### config.mk
export PLATFORM = sky130hd
export DESIGN_NAME = adcfe_top
export DESIGN_NICKNAME = d
export VERILOG_FILES = /design/src/rtl/adcfe_pkg.sv /design/src/rtl/adcfe_conv_stub.sv /design/src/rtl/adcfe_seq.sv /design/src/rtl/adcfe_regs.sv /design/src/rtl/adcfe_top.sv
export SDC_FILE = /design/constraint.sdc
export NUM_CORES = 1
export LEC_CHECK = 0
export ABC_AREA = 1
export BUFFER_PORTS_ARGS = -buffer_cell sky130_fd_sc_hd__buf_2
export CAP_MARGIN = 15
export CORE_ASPECT_RATIO = 1.5
export CORE_UTILIZATION = 49
export DETAILED_ROUTE_END_ITERATION = 8
export GPL_TIMING_DRIVEN = 0
export PLACE_DENSITY = 0.81
export SYNTH_ARGS = -nofsm -noshare
export SYNTH_HDL_FRONTEND = slang
export SYNTH_SLANG_ARGS = --single-unit
### constraint.sdc
create_clock -name clk -period 1.9 [get_ports clk]
set_clock_uncertainty 0.2 [all_clocks]
set_input_delay 0.475 -clock clk [delete_from_list [all_inputs] [get_ports clk]]
set_output_delay 0.475 -clock clk [all_outputs]
set_load 0.01 [all_outputs]
### src/rtl/adcfe_pkg.sv
package adcfe_pkg;

    typedef enum logic [1:0] {
        ST_OFF    = 2'd0,
        ST_SETTLE = 2'd1,
        ST_IDLE   = 2'd2,
        ST_BUSY   = 2'd3
    } fe_state_e;

    localparam int unsigned OFS_CFG  = 32'h00;
    localparam int unsigned OFS_DATA = 32'h04;
    localparam int unsigned OFS_EOC  = 32'h08;
    localparam int unsigned OFS_SAMP = 32'h0C;
    localparam int unsigned OFS_PWR  = 32'h10;

    localparam int unsigned START_BIT  = 4;
    localparam int unsigned SINGLE_BIT = 5;

endpackage

### src/rtl/adcfe_conv_stub.sv
module adcfe_conv_stub #(
    parameter int LATENCY = 12,
    parameter int CH_W    = 3,
    parameter int RES_W   = 10
) (
    input  logic             clk,
    input  logic             rst_n,
    input  logic             pwr,
    input  logic             start,
    input  logic [CH_W-1:0]  chan,
    input  logic [RES_W-1:0] sample,
    output logic             done,
    output logic [RES_W-1:0] res,
    output logic [CH_W-1:0]  res_chan
);
    localparam int CNT_W = $clog2(LATENCY + 1);

    logic             busy_q;
    logic [CNT_W-1:0] cnt_q;

    always_ff @(posedge clk or negedge rst_n) begin
        if (!rst_n) begin
            busy_q   <= 1'b0;
            cnt_q    <= '0;
            res      <= '0;
            res_chan <= '0;
        end else if (!pwr) begin
            busy_q <= 1'b0;
            cnt_q  <= '0;
        end else if (start) begin
            busy_q   <= 1'b1;
            cnt_q    <= CNT_W'(LATENCY - 1);
            res      <= sample;
            res_chan <= chan;
        end else if (busy_q) begin
            if (cnt_q == '0) busy_q <= 1'b0;
            else             cnt_q  <= cnt_q - 1'b1;
        end
    end

    assign done = busy_q && (cnt_q == '0) && pwr;

    // done is a single-cycle strobe
    a_r4_done_single: assert property (@(posedge clk) disable iff (!rst_n)
        done |=> !done);

endmodule

### src/rtl/adcfe_seq.sv
module adcfe_seq
    import adcfe_pkg::*;
#(
    parameter int SETTLE_CYC = 6
) (
    input  logic      clk,
    input  logic      rst_n,
    input  logic      pwr_en,
    input  logic      start_req,
    input  logic      conv_done,
    output logic      launch,
    output fe_state_e state
);
    localparam int CNT_W = $clog2(SETTLE_CYC + 1);
    localparam int AGE_W = $clog2(SETTLE_CYC + 2);

    fe_state_e        state_d;
    logic [CNT_W-1:0] settle_q;

    // state register
    always_ff @(posedge clk or negedge rst_n) begin
        if (!rst_n) state <= ST_OFF;
        else        state <= state_d;
    end

    // next state
    always_comb begin
        state_d = state;
        unique case (state)
            ST_OFF:    if (pwr_en) state_d = ST_SETTLE;
            ST_SETTLE: begin
                if (!pwr_en)                                state_d = ST_OFF;
                else if (settle_q == CNT_W'(SETTLE_CYC - 1)) state_d = ST_IDLE;
            end
            ST_IDLE: begin
                if (!pwr_en)        state_d = ST_OFF;
                else if (start_req) state_d = ST_BUSY;
            end
            ST_BUSY: begin
                if (!pwr_en)        state_d = ST_OFF;
                else if (conv_done) state_d = ST_IDLE;
            end
            default: state_d = ST_OFF;
        endcase
    end

    // settling counter
    always_ff @(posedge clk or negedge rst_n) begin
        if (!rst_n)                   settle_q <= '0;
        else if (state != ST_SETTLE)  settle_q <= '0;
        else                          settle_q <= settle_q + 1'b1;
    end

    // outputs
    always_comb begin
        launch = 1'b0;
        unique case (state)
            ST_IDLE: launch = pwr_en && start_req;
            default: launch = 1'b0;
        endcase
    end

    // checker: cycles since power came on, saturating
    logic [AGE_W-1:0] pwr_age_q;
    always_ff @(posedge clk or negedge rst_n) begin
        if (!rst_n)               pwr_age_q <= '0;
        else if (!pwr_en)         pwr_age_q <= '0;
        else if (pwr_age_q != '1) pwr_age_q <= pwr_age_q + 1'b1;
    end

    // no launch before the settling period has elapsed
    a_r3_settled_launch: assert property (@(posedge clk) disable iff (!rst_n)
        launch |-> (int'(pwr_age_q) >= SETTLE_CYC));

    // loss of power returns the sequencer to OFF
    a_r8_power_off: assert property (@(posedge clk) disable iff (!rst_n)
        $fell(pwr_en) |=> (state == ST_OFF));

endmodule

### src/rtl/adcfe_regs.sv
module adcfe_regs
    import adcfe_pkg::*;
#(
    parameter int ADDR_W = 8,
    parameter int DATA_W = 32,
    parameter int CH_W   = 3,
    parameter int RES_W  = 10
) (
    input  logic              clk,
    input  logic              rst_n,
    input  logic [ADDR_W-1:0] bus_addr,
    input  logic              bus_we,
    input  logic [DATA_W-1:0] bus_wdata,
    output logic [DATA_W-1:0] bus_rdata,
    input  logic              launch,
    input  logic              done,
    input  logic [RES_W-1:0]  res,
    input  logic [CH_W-1:0]   res_chan,
    output logic [CH_W-1:0]   cfg_chan,
    output logic              cfg_start,
    output logic              cfg_single,
    output logic              pwr_en
);
    localparam logic [ADDR_W-1:0] A_CFG  = ADDR_W'(OFS_CFG);
    localparam logic [ADDR_W-1:0] A_DATA = ADDR_W'(OFS_DATA);
    localparam logic [ADDR_W-1:0] A_EOC  = ADDR_W'(OFS_EOC);
    localparam logic [ADDR_W-1:0] A_SAMP = ADDR_W'(OFS_SAMP);
    localparam logic [ADDR_W-1:0] A_PWR  = ADDR_W'(OFS_PWR);

    logic             eoc_q;
    logic [RES_W-1:0] data_q;
    logic [CH_W-1:0]  samp_q;
    logic             cfg_wr;
    logic             pwr_wr;
    logic             unused_wbits;

    assign cfg_wr       = bus_we && (bus_addr == A_CFG);
    assign pwr_wr       = bus_we && (bus_addr == A_PWR);
    assign unused_wbits = ^bus_wdata;

    always_ff @(posedge clk or negedge rst_n) begin
        if (!rst_n) begin
            cfg_chan   <= '0;
            cfg_start  <= 1'b0;
            cfg_single <= 1'b0;
        end else if (cfg_wr) begin
            cfg_chan   <= bus_wdata[CH_W-1:0];
            cfg_start  <= bus_wdata[START_BIT];
            cfg_single <= bus_wdata[SINGLE_BIT];
        end else if (launch && cfg_single) begin
            cfg_start <= 1'b0;
        end
    end

    always_ff @(posedge clk or negedge rst_n) begin
        if (!rst_n)      pwr_en <= 1'b0;
        else if (pwr_wr) pwr_en <= bus_wdata[0];
    end

    always_ff @(posedge clk or negedge rst_n) begin
        if (!rst_n) begin
            eoc_q  <= 1'b0;
            data_q <= '0;
            samp_q <= '0;
        end else if (launch) begin
            eoc_q <= 1'b0;
        end else if (done) begin
            eoc_q  <= 1'b1;
            data_q <= res;
            samp_q <= res_chan;
        end
    end

    always_comb begin
        bus_rdata = '0;
        case (bus_addr)
            A_CFG: begin
                bus_rdata[CH_W-1:0]  = cfg_chan;
                bus_rdata[START_BIT]  = cfg_start;
                bus_rdata[SINGLE_BIT] = cfg_single;
            end
            A_DATA:  bus_rdata[RES_W-1:0] = data_q;
            A_EOC:   bus_rdata[0]          = eoc_q;
            A_SAMP:  bus_rdata[CH_W-1:0]  = samp_q;
            A_PWR:   bus_rdata[0]          = pwr_en;
            default: bus_rdata = '0;
        endcase
    end

    // flag clears at launch, sets on done
    a_r4_eoc_clear: assert property (@(posedge clk) disable iff (!rst_n)
        launch |=> !eoc_q);
    a_r4_eoc_set: assert property (@(posedge clk) disable iff (!rst_n)
        done |=> eoc_q);

    // single-shot start self-clears at launch
    a_r5_single_clear: assert property (@(posedge clk) disable iff (!rst_n)
        (launch && cfg_single && !cfg_wr) |=> !cfg_start);

    // bus write to result offset leaves result untouched
    a_r9_ro_data: assert property (@(posedge clk) disable iff (!rst_n)
        (bus_we && bus_addr == A_DATA && !done) |=> $stable(data_q));

endmodule

### src/rtl/adcfe_top.sv
module adcfe_top
    import adcfe_pkg::*;
#(
    parameter int ADDR_W     = 8,
    parameter int DATA_W     = 32,
    parameter int NUM_CH     = 8,
    parameter int RES_W      = 10,
    parameter int SETTLE_CYC = 6,
    parameter int CONV_LAT   = 12,
    localparam int CH_W      = $clog2(NUM_CH)
) (
    input  logic              clk,
    input  logic              rst_n,
    input  logic [ADDR_W-1:0] bus_addr,
    input  logic              bus_we,
    input  logic [DATA_W-1:0] bus_wdata,
    output logic [DATA_W-1:0] bus_rdata,
    input  logic [RES_W-1:0]  sample_in,
    output logic              core_pwr,
    output logic              core_start,
    output logic [CH_W-1:0]   core_chan
);
    logic             launch;
    logic             done;
    logic [RES_W-1:0] res;
    logic [CH_W-1:0]  res_chan;
    logic [CH_W-1:0]  cfg_chan;
    logic             cfg_start;
    logic             cfg_single;
    logic             pwr_en;
    fe_state_e        state;

    adcfe_regs #(
        .ADDR_W(ADDR_W), .DATA_W(DATA_W), .CH_W(CH_W), .RES_W(RES_W)
    ) u_regs (
        .clk(clk), .rst_n(rst_n),
        .bus_addr(bus_addr), .bus_we(bus_we),
        .bus_wdata(bus_wdata), .bus_rdata(bus_rdata),
        .launch(launch), .done(done), .res(res), .res_chan(res_chan),
        .cfg_chan(cfg_chan), .cfg_start(cfg_start),
        .cfg_single(cfg_single), .pwr_en(pwr_en)
    );

    adcfe_seq #(
        .SETTLE_CYC(SETTLE_CYC)
    ) u_seq (
        .clk(clk), .rst_n(rst_n),
        .pwr_en(pwr_en), .start_req(cfg_start), .conv_done(done),
        .launch(launch), .state(state)
    );

    adcfe_conv_stub #(
        .LATENCY(CONV_LAT), .CH_W(CH_W), .RES_W(RES_W)
    ) u_stub (
        .clk(clk), .rst_n(rst_n),
        .pwr(pwr_en), .start(launch), .chan(cfg_chan), .sample(sample_in),
        .done(done), .res(res), .res_chan(res_chan)
    );

    assign core_pwr   = pwr_en;
    assign core_start = launch;
    assign core_chan  = launch ? cfg_chan : res_chan;

    // channel select holds the launched channel while busy
    a_r7_chan_hold: assert property (@(posedge clk) disable iff (!rst_n)
        (state == ST_BUSY && $past(state) == ST_BUSY) |-> $stable(core_chan));

endmodule

==> results of run 1 <==
[layout make-up]
type / count / area (um2) / area share, %
multi-input cells: 228 / 1160 / 36.7
inverters: 21 / 83.8 / 2.66
well taps: 64 / 80.1 / 2.54
clock buffers: 6 / 72.6 / 2.30
clock inverters: 2 / 60.1 / 1.90
flip-flops and latches: 43 / 1080 / 34.1
repair buffers: 57 / 400 / 12.7
plain buffers: 29 / 223 / 7.06
[through the flow]
stage	power, mW	worst slack (ps)
after floorplan	1.14	6.34
after global placement	1.21	-332
after detailed placement	1.22	-347
after CTS	2.07	-137
after global routing	2.17	-227
final	2.10	-186
[sequential cells by signal (all words and copies together), names as in the netlist]
register           cells
u_regs.data_q         10
u_stub.res            10
u_stub.cnt_q           4
u_regs.cfg_chan        3
u_regs.samp_q          3
u_seq.settle_q         3
u_stub.res_chan        3
u_seq.state            2
u_regs.cfg_single      1
u_regs.cfg_start       1
u_regs.eoc_q           1
u_regs.pwr_en          1
u_stub.busy_q          1
[what timing repair did]
item,4_1_cts,5_1_grt
buffers inserted,11,7
endpoints found under the hold margin,0,0
pin swaps,16,14
setup endpoints to repair,14,14
gates resized for setup,26,24
[worst paths after layout]
| check | startpoint | endpoint | slack [ps] | cells past startpoint |
|---|---|---|---|---|
| hold / removal | rst_n | u_regs.cfg_chan[0]$_DFFE_PN0P_ | 120 | 1 |
| min in group clk | sample_in[8] | u_stub.res[8]$_DFFE_PN0P_ | 170 | 3 |
| setup reg to reg | u_regs.pwr_en$_DFFE_PN0P_ | u_stub.res[4]$_DFFE_PN0P_ | 240 | 7 |
| max in group asynchronous | rst_n | u_regs.cfg_start$_DFFE_PN0P_ | 750 | 1 |
| setup / recovery | bus_addr[1] | bus_rdata[1] | -190 | 7 |
| hold reg to reg | u_seq.settle_q[0]$_DFF_PN0_ | u_seq.settle_q[0]$_DFF_PN0_ | 270 | 1 |
[cell usage in the layout (no fill, tap or decap), types with 3 or more instances in the layout]
cell	instances
sky130_fd_sc_hd__nor2_4	7
sky130_fd_sc_hd__conb_1	22
sky130_fd_sc_hd__buf_4	40
sky130_fd_sc_hd__nand3_1	28
sky130_fd_sc_hd__nand2_4	4
sky130_fd_sc_hd__buf_6	11
sky130_fd_sc_hd__inv_2	3
sky130_fd_sc_hd__inv_1	17
sky130_fd_sc_hd__ha_1	4
sky130_fd_sc_hd__nand2_2	7
sky130_fd_sc_hd__nand2_1	110
sky130_fd_sc_hd__nor2_1	19
sky130_fd_sc_hd__dfrtp_1	42
sky130_fd_sc_hd__buf_2	32
sky130_fd_sc_hd__clkbuf_8	5
sky130_fd_sc_hd__nand4_1	8
sky130_fd_sc_hd__nor2_2	3
[power by group through the flow]
| stage | combinational [mW] | clock (mW) | sequential (mW) |
|---|---|---|---|
| finish | 0.295 | 0.838 | 0.967 |
| global route | 0.328 | 0.870 | 0.971 |
| CTS | 0.271 | 0.838 | 0.965 |
| global placement | 0.225 | 0 | 0.985 |
| detailed placement | 0.231 | 0 | 0.986 |
| floorplan | 0.164 | 0 | 0.981 |
[logic make-up after synthesis]
| kind of cell | Yosys count | share of synthesized area, % |
|---|---|---|
| adders and majority gates | 4 | 2.12 |
| buffers and inverters | 52 | 12.9 |
| AOI/OAI and AO/OA | 5 | 1.64 |
| and+or+nand+nor | 195 | 36.8 |
| DFF | 43 | 45.6 |
| other | 1 | 0.159 |
| xor gates and xnor gates | 2 | 0.743 |
[metal layers]
layer	vias to the layer above	part of all wire, %
li1	1064	-
met1	993	39
met2	69	54
met3	14	5.0
met4	0	2.1
met5	-	0
[synth_stat cells (2+ instances only)]
library cell,n
sky130_fd_sc_hd__nand2_1,118
sky130_fd_sc_hd__dfrtp_1,43
sky130_fd_sc_hd__nand3_1,32
sky130_fd_sc_hd__buf_4,26
sky130_fd_sc_hd__nor2_1,24
sky130_fd_sc_hd__inv_1,21
sky130_fd_sc_hd__nand4_1,8
sky130_fd_sc_hd__nor2_4,5
sky130_fd_sc_hd__ha_1,4
sky130_fd_sc_hd__buf_2,3
sky130_fd_sc_hd__o21ai_0,3
sky130_fd_sc_hd__nand2_2,2
sky130_fd_sc_hd__nor3_1,2
sky130_fd_sc_hd__xnor2_1,2
==> run_results.csv, run 1 <==
group,metric,value,unit
outcome,outcome,"finished, violations left",
outcome,failed_checks,"negative setup slack",
sta,finalMaxSlewViolations,0,
routing,drt_iter0_drc,110,
clock_tree,cts_max_path_buffers,2,
sta,fin_tns_setup,-1600,ps
pwr,leakagePower,1.72,nW
pwr,power.switching_fraction,24.0,%
critical_path,worstPathRequired,1220,ps
pwr,share_comb_of_total_power,14.0,%
logic_synthesis,synth_largest_area_cell,"sky130_fd_sc_hd__dfrtp_1",
global_routing,first_global_vias,1994,
floorplan,dieHeight,87.0,um
routing,route.detailed.vias_per_inst,4.76,
routing,first_drt_pass_iteration_count,4,
finish,finalNonFillerCells,450,
global_routing,antenna_found_initial,0,
min_path,worst_hold_path_class,"in -> async",
critical_path,timing.critical_path.cells,"buf_6 -> nor2_4 -> nand3_4 -> nor2_4 -> nand2_1 -> nand3_1 -> buf_2",
critical_path,crit_path_top_delay_cell,"sky130_fd_sc_hd__nor2_4",
floorplan,core-area,0.00458,mm2
global_routing,global_router_s_overall_resource_usage,21.0,%
floorplan,ios,90,
sta,max_slew_margin,37.7,%
placed_design,place.detailed.instances,426,
finish,finalNetCount,442,
logic_synthesis,yosysWarnings,0,
finish,layout.cell_area.non_filler,0.00316,mm2
sta,timing.hold.ws,117,ps
floorplan,standard_cell_row_count,30,
finish,postLayoutCoreUtil,68.9,%
finish,antenna_cells_inserted,0,
global_routing,gr-usage-met1,22.8,%
global_routing,grt_ovf,0,
critical_path,end_kind,"output port",
clock_tree,tritoncts_clock_tree,"built",
clock_tree,cts.htree.levels,2,
finish,post_route_cells_drive_above_1_share,32.9,%
critical_path,critical-path-top-cell-by-count,"sky130_fd_sc_hd__nor2_4",
critical_path,cp.arrival,1410,ps
global_routing,grt_max_degree,44,
pwr,p_seq_share,46.1,%
logic_synthesis,syn_inst,302,
placed_design,dpl_cell_area,0.00271,mm2
pwr,clockPowerShare,39.9,%
finish,area.growth.synth_to_final,33.8,%
routing,drt_drc_violations_left,0,
run,number_of_max_cap_violations,0,
routing,wirelength,5350,um
pwr,pwr_density_cell,665,mW/mm2
logic_synthesis,synth_async_sr_flop_share,100,%
global_routing,groute.layer.met2.usage,38.5,%
pwr,power_switching,0.503,mW
logic_synthesis,synth-seq-cells,43,
logic_synthesis,synth-edff-count,0,
critical_path,cp_slowest_stage_delay,200,ps
clock_tree,numClockSinks,43,
finish,fillCellCount,372,
sta,worstMarginPinSlew,935,ps
sta,timing.final.hold_violations,0,
logic_synthesis,synthDistinctLibCells,23,
logic_synthesis,postSynthAreaPerCell,7.81,um2
floorplan,floorplan.initialDensity,51.5,%
pwr,vdd_ir_drop_max,0.538,mV
routing,num_vias,2140,
logic_synthesis,synth.yosys.seq_area_share,45.6,%
clock_tree,cts_made_buffers,5,
placed_design,dp_hpwl,3400,um
sta,final_critical_path_setup_slack,-186,ps
pwr,cellInternalPower,1.60,mW
placed_design,io_buffers,39,
global_routing,grt_first_pass_wirelength,8180,um
global_routing,grt-busiest-layer,"met2",
logic_synthesis,synth_area_leaders,"sky130_fd_sc_hd__dfrtp_1 (46%), sky130_fd_sc_hd__nand2_1 (19%), sky130_fd_sc_hd__buf_4 (8.3%)",
critical_path,crit_type,"in -> out",
clock_tree,cts-hold-fix-buffers,0,
placed_design,gp_congestion,0.878,
critical_path,crit_family,"simple AND/OR/NAND/NOR gates",
critical_path,setup.worst_path.start_class,"input pin",
routing,routed_wire_length_per_instance,11.9,um
sta,timing.final.setup_violations,14,
sta,finalWorstPathRequiredPeriod,2090,ps
floorplan,die_width,58.6,um
critical_path,cp_num_buf_inv,2,
sta,rsz_0062_raised_after_global_routing,"true",
clock_tree,cts_root_buffer,"sky130_fd_sc_hd__clkbuf_8",
floorplan,die_area,0.00510,mm2
sta,max_freq,479,MHz
sta,timing.final.crit_share,110,%
critical_path,timing.critical_path.fanout_max,8,
routing,final_antenna_net_count,0,
logic_synthesis,netlist_area,0.00236,mm2
global_routing,grt_use_met3,3.71,%
clock_tree,path_clk_slew,80,ps
logic_synthesis,postSynth.topFlopCell,"sky130_fd_sc_hd__dfrtp_1",
logic_synthesis,synth_top_area_share,45.6,%
clock_tree,insertion_delay,300,ps
No activity file was read; power rests on OpenSTA's default activity.
==> run 2, diff against run 1 <==
--- a/config.mk
+++ b/config.mk
@@ -5,14 +5,13 @@
 export SDC_FILE = /design/constraint.sdc
 export NUM_CORES = 1
 export LEC_CHECK = 0
-export ABC_AREA = 1
 export BUFFER_PORTS_ARGS = -buffer_cell sky130_fd_sc_hd__buf_2
 export CAP_MARGIN = 15
 export CORE_ASPECT_RATIO = 1.5
-export CORE_UTILIZATION = 49
+export CORE_UTILIZATION = 45
 export DETAILED_ROUTE_END_ITERATION = 8
 export GPL_TIMING_DRIVEN = 0
-export PLACE_DENSITY = 0.81
+export PLACE_DENSITY = 0.76
 export SYNTH_ARGS = -nofsm -noshare
 export SYNTH_HDL_FRONTEND = slang
 export SYNTH_SLANG_ARGS = --single-unit
==> run 2 against run 1 <==
Net effect:
- the flow still finishes with violations (negative setup slack)
- critical path depth shrank 2
- highest routed layer unchanged
- cell count is 26% lower
- combinational power fell by 44%
- via count down 25%
- area after synthesis down 6.7%
- power down 20%
- register-to-register slack worse by 200 ps
- non-clock buffer count shrank 1
- worst hold slack got worse by 14 ps
==> run_results.csv, run 2 <==
group,metric,value,unit
outcome,outcome,"finished, violations left",
outcome,failed_checks,"negative setup slack",
sta,rsz_0062_raised_after_global_routing,"true",
global_routing,first_global_vias,1510,
floorplan,die_width,59.1,um
logic_synthesis,synth-edff-count,0,
logic_synthesis,list_of_most_frequent_post_synthesis_cells,"sky130_fd_sc_hd__dfrtp_1 (43), sky130_fd_sc_hd__mux2_2 (37), sky130_fd_sc_hd__buf_4 (22)",
critical_path,setup.worst_path.start,"bus_addr[7]",
critical_path,regToRegEndpoint,"u_regs.samp_q[2]$_DFFE_PN0P_",
global_routing,global_router_s_overall_resource_usage,18.7,%
logic_synthesis,netlist_area,0.00220,mm2
sta,final_critical_path_setup_slack,-611,ps
logic_synthesis,synth-seq-cells,43,
clock_tree,cts.htree.levels,2,
sta,max_freq,398,MHz
logic_synthesis,synthDistinctLibCells,43,
clock_tree,path_clk_slew,80,ps
logic_synthesis,syn_inst,183,
finish,most_frequent_cells_in_the_layout,"sky130_fd_sc_hd__dfrtp_1 (42), sky130_fd_sc_hd__buf_4 (35), sky130_fd_sc_hd__buf_2 (31)",
finish,postLayoutCoreUtil,66.5,%
placed_design,placement.setup.worst_slack,-785,ps
global_routing,grt_first_pass_wirelength,7110,um
clock_tree,cts_root_buffer,"sky130_fd_sc_hd__clkbuf_8",
routing,final_antenna_net_count,0,
critical_path,setup.worst_path.start_class,"input pin",
sta,worstMarginPinSlew,920,ps
clock_tree,insertion_delay,300,ps
critical_path,cp.arrival,1840,ps
sta,finalWorstPathRequiredPeriod,2510,ps
placed_design,gp_congestion,0.764,
clock_tree,numClockSinks,43,
logic_synthesis,postSynthAreaPerCell,12.0,um2
logic_synthesis,synth_async_sr_flop_share,100,%
sta,finalMaxSlewViolations,0,
clock_tree,cts_max_path_buffers,2,
global_routing,antenna_found_initial,0,
critical_path,worstPathRequired,1220,ps
routing,first_drt_pass_iteration_count,4,
routing,route.detailed.vias_per_inst,4.82,
sta,max_slew_margin,38.7,%
floorplan,floorplan.initialDensity,47.7,%
routing,drt_drc_violations_left,0,
floorplan,core-area,0.00462,mm2
critical_path,r2r_start,"u_stub.cnt_q[0]$_DFFE_PN0P_",
placed_design,dp_hpwl,3040,um
global_routing,grt_max_degree,44,
min_path,worst_hold_path_class,"in -> async",
logic_synthesis,top_count_cell_post_synth,"sky130_fd_sc_hd__dfrtp_1",
logic_synthesis,synth_top_area_share,48.9,%
logic_synthesis,yosysWarnings,0,
pwr,pwr_density_cell,548,mW/mm2
routing,num_vias,1606,
finish,mostFrequentLayoutCell,"sky130_fd_sc_hd__dfrtp_1",
clock_tree,tritoncts_clock_tree,"built",
pwr,leakagePower,1.65,nW
logic_synthesis,postSynth.topFlopCell,"sky130_fd_sc_hd__dfrtp_1",
critical_path,end_kind,"output port",
logic_synthesis,synth_area_leaders,"sky130_fd_sc_hd__dfrtp_1 (49%), sky130_fd_sc_hd__mux2_2 (19%), sky130_fd_sc_hd__buf_4 (7.5%)",
routing,drt_iter0_drc,32,
logic_synthesis,synth_largest_area_cell,"sky130_fd_sc_hd__dfrtp_1",
finish,antenna_cells_inserted,0,
critical_path,crit_type,"in -> out",
sta,timing.final.setup_violations,20,
placed_design,io_buffers,38,
global_routing,grt_ovf,0,
finish,layout_top_registers,"u_regs.data_q x10, u_stub.res x10, u_stub.cnt_q x4",
sta,timing.final.hold_violations,0,
floorplan,die_area,0.00518,mm2
routing,wirelength,4650,um
sta,timing.final.crit_share,132,%
floorplan,ios,90,
critical_path,r2r_slack,40,ps
finish,area.growth.synth_to_final,39.6,%
critical_path,worstRegToRegCells,6,
logic_synthesis,synth.yosys.seq_area_share,48.9,%
critical_path,timing.critical_path.fanout_max,4,
critical_path,cp-endpoint,"bus_rdata[5]",
routing,routed_wire_length_per_instance,14.0,um
run,number_of_max_cap_violations,0,
floorplan,dieHeight,87.7,um
finish,post_route_cells_drive_above_1_share,55.4,%
clock_tree,cts_made_buffers,5,
floorplan,standard_cell_row_count,30,
pwr,vdd_ir_drop_max,0.544,mV
finish,finalNetCount,326,
-- run 2: cell type report --
type	instances	area [um2]
Timing Repair Buffer	59	450
Buffer	26	214
Tap cell	64	80.1
Multi-Input combinational cell	129	1130
Clock inverter	1	5.00
Sequential cell	43	1080
Fill cell	349	1550
Clock buffer	6	82.6
Inverter	5	31.3
-- run 2: metal layers --
layer	part of all wire [%]	up-vias	track usage (%)
met1	40	770	21.8
met4	2.6	0	8.23
met3	4.8	10	4.87
met2	53	59	32.0
met5	0	-	0
li1	-	767	-
-- run 2: metrics by stage --
stage | setup TNS [ps] | total power [mW] | instance area [um2] | hold WS, ps | cells
floorplan | -4760 | 1.04 | 2370 | -20.6 | 204
global placement | -12060 | 1.09 | 2640 | 256 | 306
detailed placement | -12140 | 1.10 | 2640 | 267 | 306
CTS | -7480 | 1.69 | 2960 | 155 | 325
global route | -9090 | 1.75 | 3070 | 197 | 333
finish | -8410 | 1.68 | 3070 | 103 | 333
-- run 2: logic make-up after synthesis --
family | Yosys count | share of synthesized area [%]
XOR/XNOR | 1 | 0.398
other | 1 | 0.170
buffers and inverters | 32 | 9.38
multiplexers | 43 | 21.7
AND/OR/NAND/NOR | 46 | 13.0
flip-flops | 43 | 48.9
adder cells (fa/ha/maj) | 4 | 2.27
AO/OA/AOI/OAI | 13 | 4.21
-- run 2: worst min path at each step --
stage	start	endpoint	slack, ps
floorplan	rst_n	u_regs.cfg_chan[0]$_DFFE_PN0P_	-20
global placement	u_seq.settle_q[0]$_DFF_PN0_	u_seq.settle_q[0]$_DFF_PN0_	260
detailed placement	u_seq.settle_q[0]$_DFF_PN0_	u_seq.settle_q[0]$_DFF_PN0_	270
CTS	rst_n	u_seq.settle_q[2]$_DFF_PN0_	150
global route	rst_n	u_seq.settle_q[0]$_DFF_PN0_	200
finish	rst_n	u_seq.settle_q[0]$_DFF_PN0_	100
-- run 2: what timing repair did --
item                                    4_1_cts  5_1_grt
pin swaps                                     9        5
endpoints found under the setup margin       31       41
buffers inserted                             13       10
hold buffers                                  0        0
resized for setup                            30       12
gates cloned                                  0        1
-- run 2: critical path, stage by stage --
cell                     delay, ps
sky130_fd_sc_hd__buf_6          90
sky130_fd_sc_hd__or4_4         540
sky130_fd_sc_hd__or3_4         390
sky130_fd_sc_hd__nor3_4        180
sky130_fd_sc_hd__buf_2         160
-- run 2: report_power, final --
part | total, mW | internal, mW | leakage, nW | switching [mW]
Clock | 0.587 | 0.285 | 0.0470 | 0.302
Combinational | 0.164 | 0.0803 | 1.00 | 0.0841
Sequential | 0.931 | 0.923 | 0.598 | 0.00850
Total | 1.68 | 1.29 | 1.65 | 0.394
